--- config.mk ---
export PLATFORM = sky130hd
export DESIGN_NAME = lvs_status_reg
export DESIGN_NICKNAME = d
export VERILOG_FILES = /design/src/rtl/lvs_pkg.sv /design/src/rtl/lvs_sticky_cell.sv /design/src/rtl/lvs_summary.sv /design/src/rtl/lvs_status_reg.sv
export SDC_FILE = /design/constraint.sdc
export NUM_CORES = 1
export LEC_CHECK = 0
export BUFFER_PORTS_ARGS = -buffer_cell sky130_fd_sc_hd__buf_2
export CORE_AREA = 3 3 40 42
export CTS_CLUSTER_DIAMETER = 120
export DETAILED_ROUTE_END_ITERATION = 10
export DIE_AREA = 0 0 43 45
export MAX_ROUTING_LAYER = met4
export PLACE_DENSITY_LB_ADDON = 0.08
export SLEW_MARGIN = 10
export SYNTH_ARGS = -nofsm -noshare
export SYNTH_HDL_FRONTEND = slang
export SYNTH_HIERARCHICAL = 1
export SYNTH_SLANG_ARGS = --single-unit
--- constraint.sdc ---
create_clock -name clk -period 2.7 [get_ports clk]
set_input_delay 0.54 -clock clk [delete_from_list [all_inputs] [get_ports clk]]
set_output_delay 0.54 -clock clk [all_outputs]
set_load 0.01 [all_outputs]
--- src/rtl/lvs_pkg.sv ---
package lvs_pkg;
   // Channel positions inside the status byte (decoded by software)
   localparam int unsigned CH_RAIL_2V5   = 0;
   localparam int unsigned CH_RAIL_CORE  = 1;
   localparam int unsigned CH_RAIL_SUPP  = 2;
   localparam int unsigned CH_RAIL_5V    = 3;
   localparam int unsigned CH_TEMP_REM1  = 4;
   localparam int unsigned CH_TEMP_LOCAL = 5;
   localparam int unsigned CH_TEMP_REM2  = 6;
   localparam int unsigned CH_COUNT      = 7;

   // Next value of a sticky flag: a live condition wins over a clear
   function automatic logic sticky_next(input logic cur,
                                        input logic cond,
                                        input logic clr);
      return cond | (cur & ~clr);
   endfunction
endpackage

--- src/rtl/lvs_sticky_cell.sv ---
module lvs_sticky_cell (
   input  logic clk,
   input  logic rst_n,
   input  logic cond_i,
   input  logic clr_i,
   output logic flag_o
);
   import lvs_pkg::*;

   logic flag_q;

   always_ff @(posedge clk or negedge rst_n) begin
      if (!rst_n) flag_q <= 1'b0;
      else        flag_q <= sticky_next(flag_q, cond_i, clr_i);
   end

   assign flag_o = flag_q;
endmodule

--- src/rtl/lvs_summary.sv ---
module lvs_summary #(
   parameter int unsigned AUX_W      = 8,
   parameter bit          REGISTERED = 1'b0
) (
   input  logic             clk,
   input  logic             rst_n,
   input  logic [AUX_W-1:0] aux_i,
   output logic             any_o
);
   logic any_c;
   assign any_c = |aux_i;

   if (REGISTERED) begin : g_reg
      logic any_q;
      always_ff @(posedge clk or negedge rst_n) begin
         if (!rst_n) any_q <= 1'b0;
         else        any_q <= any_c;
      end
      assign any_o = any_q;
   end else begin : g_comb
      logic unused_clk_rst;
      assign unused_clk_rst = clk & rst_n;
      assign any_o = any_c;
   end
endmodule

--- src/rtl/lvs_status_reg.sv ---
module lvs_status_reg #(
   parameter int unsigned NUM_CH      = 7,
   parameter int unsigned AUX_W       = 8,
   parameter bit          SUMMARY_REG = 1'b0
) (
   input  logic              clk,
   input  logic              rst_n,
   input  logic [NUM_CH-1:0] cond_i,
   input  logic [AUX_W-1:0]  aux_i,
   input  logic              rd_i,
   output logic [NUM_CH:0]   status_o,
   output logic              irq_o
);
   localparam int unsigned STAT_W = NUM_CH + 1;

   if (NUM_CH < 1 || NUM_CH > 31) begin : g_bad_ch
      $error("lvs_status_reg: NUM_CH must be 1..31");
   end
   if (AUX_W < 1 || AUX_W > 32) begin : g_bad_aux
      $error("lvs_status_reg: AUX_W must be 1..32");
   end

   logic [NUM_CH-1:0] flags;
   logic              summary;
   logic [STAT_W-1:0] stat;

   // One sticky cell per monitored channel; the read strobe is the clear
   for (genvar g = 0; g < NUM_CH; g++) begin : g_ch
      lvs_sticky_cell u_cell (
         .clk    (clk),
         .rst_n  (rst_n),
         .cond_i (cond_i[g]),
         .clr_i  (rd_i),
         .flag_o (flags[g])
      );
   end

   lvs_summary #(
      .AUX_W      (AUX_W),
      .REGISTERED (SUMMARY_REG)
   ) u_summary (
      .clk   (clk),
      .rst_n (rst_n),
      .aux_i (aux_i),
      .any_o (summary)
   );

   assign stat     = {summary, flags};
   assign status_o = stat;
   assign irq_o    = |stat;
endmodule

==> run summary <==
Layout cells sized above 1: 0.5088
R2R Path Start: g_ch[5].u_cell/flag_o
Fin area: 461.7 um2
Max-cap viol count: 0
Slowest CP cell: nor4_1
Finished Layout Cells: 72
Most common library cells after synthesis: a21o_1 (7), dfrtp_1 (7), inv_1 (7)
# rows: 13
Setup crit end kind: primary output
Hold Violations, Final: 0
# H-tree levels: 1
Top-area cell type share of the netlist area: 0.5957
# diodes: 0
Post-synthesis sequential element count: 7
CTS sink count: 7
Max reg flops: 7
Setup crit start: aux_i[1]
PnR worst setup slack: 0.6729 ns
GRT overflow: 0
Max-slew violations: 0
Post-CTS setup buffers: 0
Cell chain of the critical path: buf_2 -> nor4_1 -> nand2_1 -> nor4_1 -> nand2_1 -> buf_2
Antenna Nets Post-Route: 0
Final Net Count: 76
Clk slew on worst S/H paths: 0.05 ns
Initial antenna violation count: 0
CP Max Fanout: 2
PostCTS Resize Cnt: 0
Synth warn: 6
Pre-CTS WS: 0.6482 ns
Minimum clock period: 2.027 ns
Via/cell ratio: 4.153
Via count: 299
Final clock skew: 0 ns
Synthesized area per cell: 10.50 um2
Outcome: finished clean
Clock buffer depth: 2
Layout filler cell count: 140
Min Hold Slack: 0.1164 ns
Reg-to-reg setup timing slack: 2.04 ns
Clk Latency, worst-skew pair: 0.24 ns
Yosys top cell by area: dfrtp_1
Final setup viols: 0
# hold bufs at CTS: 0
Final period util: 0.7508
CTS tree: done
DRC: 0
Cells after DPL: 68
Hold crit path type: input port to asynchronous set/reset pin
Syn Nets: 46
Sequential area share after synthesis: 0.5957
CP Data Arrival Time: 1.49 ns
Slowest stage delay, CP: 0.27 ns
Reg-to-Reg End: g_ch[5].u_cell/flag_o
Mapped Area: 294.0 um2
Area of the core: 1285 um2
Cell Pwr Density: 524.4 nW/um2
CTS Buf Count: 3
Gate Count Post-Synth: 28
LEAKAGE: 0.2625 nW
Measured slew at the worst slew-check pin: 0.2750 ns
Root Driver: clkbuf_4
Post-synth EDFFs: 0
Vias in the first global route: 291
R2R cell count: 1
Synth async-reset ratio: 1.000
Routed Wire Length: 709 um
Synth Flop Type: dfrtp_1
Die Y: 45 um
Peak VDD IR: 222.0 uV
RSZ-0062 raised after global routing: false
Violation count after the first detailed-route iteration: 3
IO Port Bufs: 26
Overall Global Routing Usage: 0.08846
Starting Density: 0.2288
Final Wtd Congestion: 0.6515
Layout area overhead: 57.02%
TritonRoute pass-1 iters: 2
Largest net degree at the start of global routing: 8
Placed inst area: 435.4 um2
Setup_tns: 0 ns
Worst setup SP type: input port
Synth top area cells: dfrtp_1 (60%), a21o_1 (18%), inv_1 (8.9%), nor4_1 (8.5%), buf_4 (2.6%)
Crit path required time: 2.16 ns
First-pass GRT wire length: 1145 um
Distinct cells, synth: 6
Drt wl/cell: 9.847 um
Die area: 1935 um2
Setup Crit Path Kind: input port to primary output
# IOs: 27
Peak Freq: 493.3 MHz
Max-slew headroom: 0.8150
Die X: 43 um
==> power by group <==
group	internal (mW)	switching (mW)
Sequential	0.112	0.00527
Clock	0.0561	0.0341
Combinational	0.0188	0.0156
==> stage by stage <==
step / util / power [mW]
finish: 0.3593 / 0.2421
global route: 0.3593 / 0.2586
CTS: 0.3593 / 0.2482
detailed placement: 0.3389 / 0.1546
global placement: 0.3389 / 0.1549
floorplan: - / 0.1306
==> layout by cell type, fill, tap and decap left out, drive strengths merged <==
cell	count
nor4	4
clkbuf	4
buf	26
inv	7
dfrtp	7
nand2	2
a21o	7
==> critical path, delay by kind of cell <==
family / cells / cell delay [ns]
and+or+nand+nor: 4 / 0.72
buffers and inverters: 2 / 0.23
==> logic make-up (layout without fill, tap and decap cells) <==
kind of cell           Yosys count  in the layout  synth area share
AOI/OAI and AO/OA                7              7            0.1787
buffers and inverters            8             37            0.1149
and+or+nand+nor                  6              6            0.1106
DFF                              7              7            0.5958
==> worst max-delay path by stage <==
stage,depth (start not counted),slack [ns],end
after global routing,6,0.52,irq_o
after global placement,6,0.67,irq_o
final,6,0.67,irq_o
after floorplan,4,0.90,irq_o
after CTS,6,0.65,irq_o
after detailed placement,6,0.65,irq_o
==> routing by layer <==
| metal | track usage | vias up | share of wire |
|---|---|---|---|
| met5 | - | - | 0 |
| met4 | 0.05422 | 0 | 0 |
| met3 | 0.05976 | 0 | 0.17 |
| met2 | 0.1168 | 21 | 0.38 |
| met1 | 0.09701 | 128 | 0.45 |
| li1 | - | 150 | - |
==> area by class of cell <==
class                      count  area [um2]  share of cell area
tap                           15       18.77             0.04065
inverter                       7       26.28             0.05691
sequential                     7       175.2              0.3794
timing repair buffer          26       130.1              0.2818
multi-input combinational     13       85.08              0.1843
clock buffer                   4       26.28             0.05691
No activity file was read; power rests on OpenSTA's default activity.
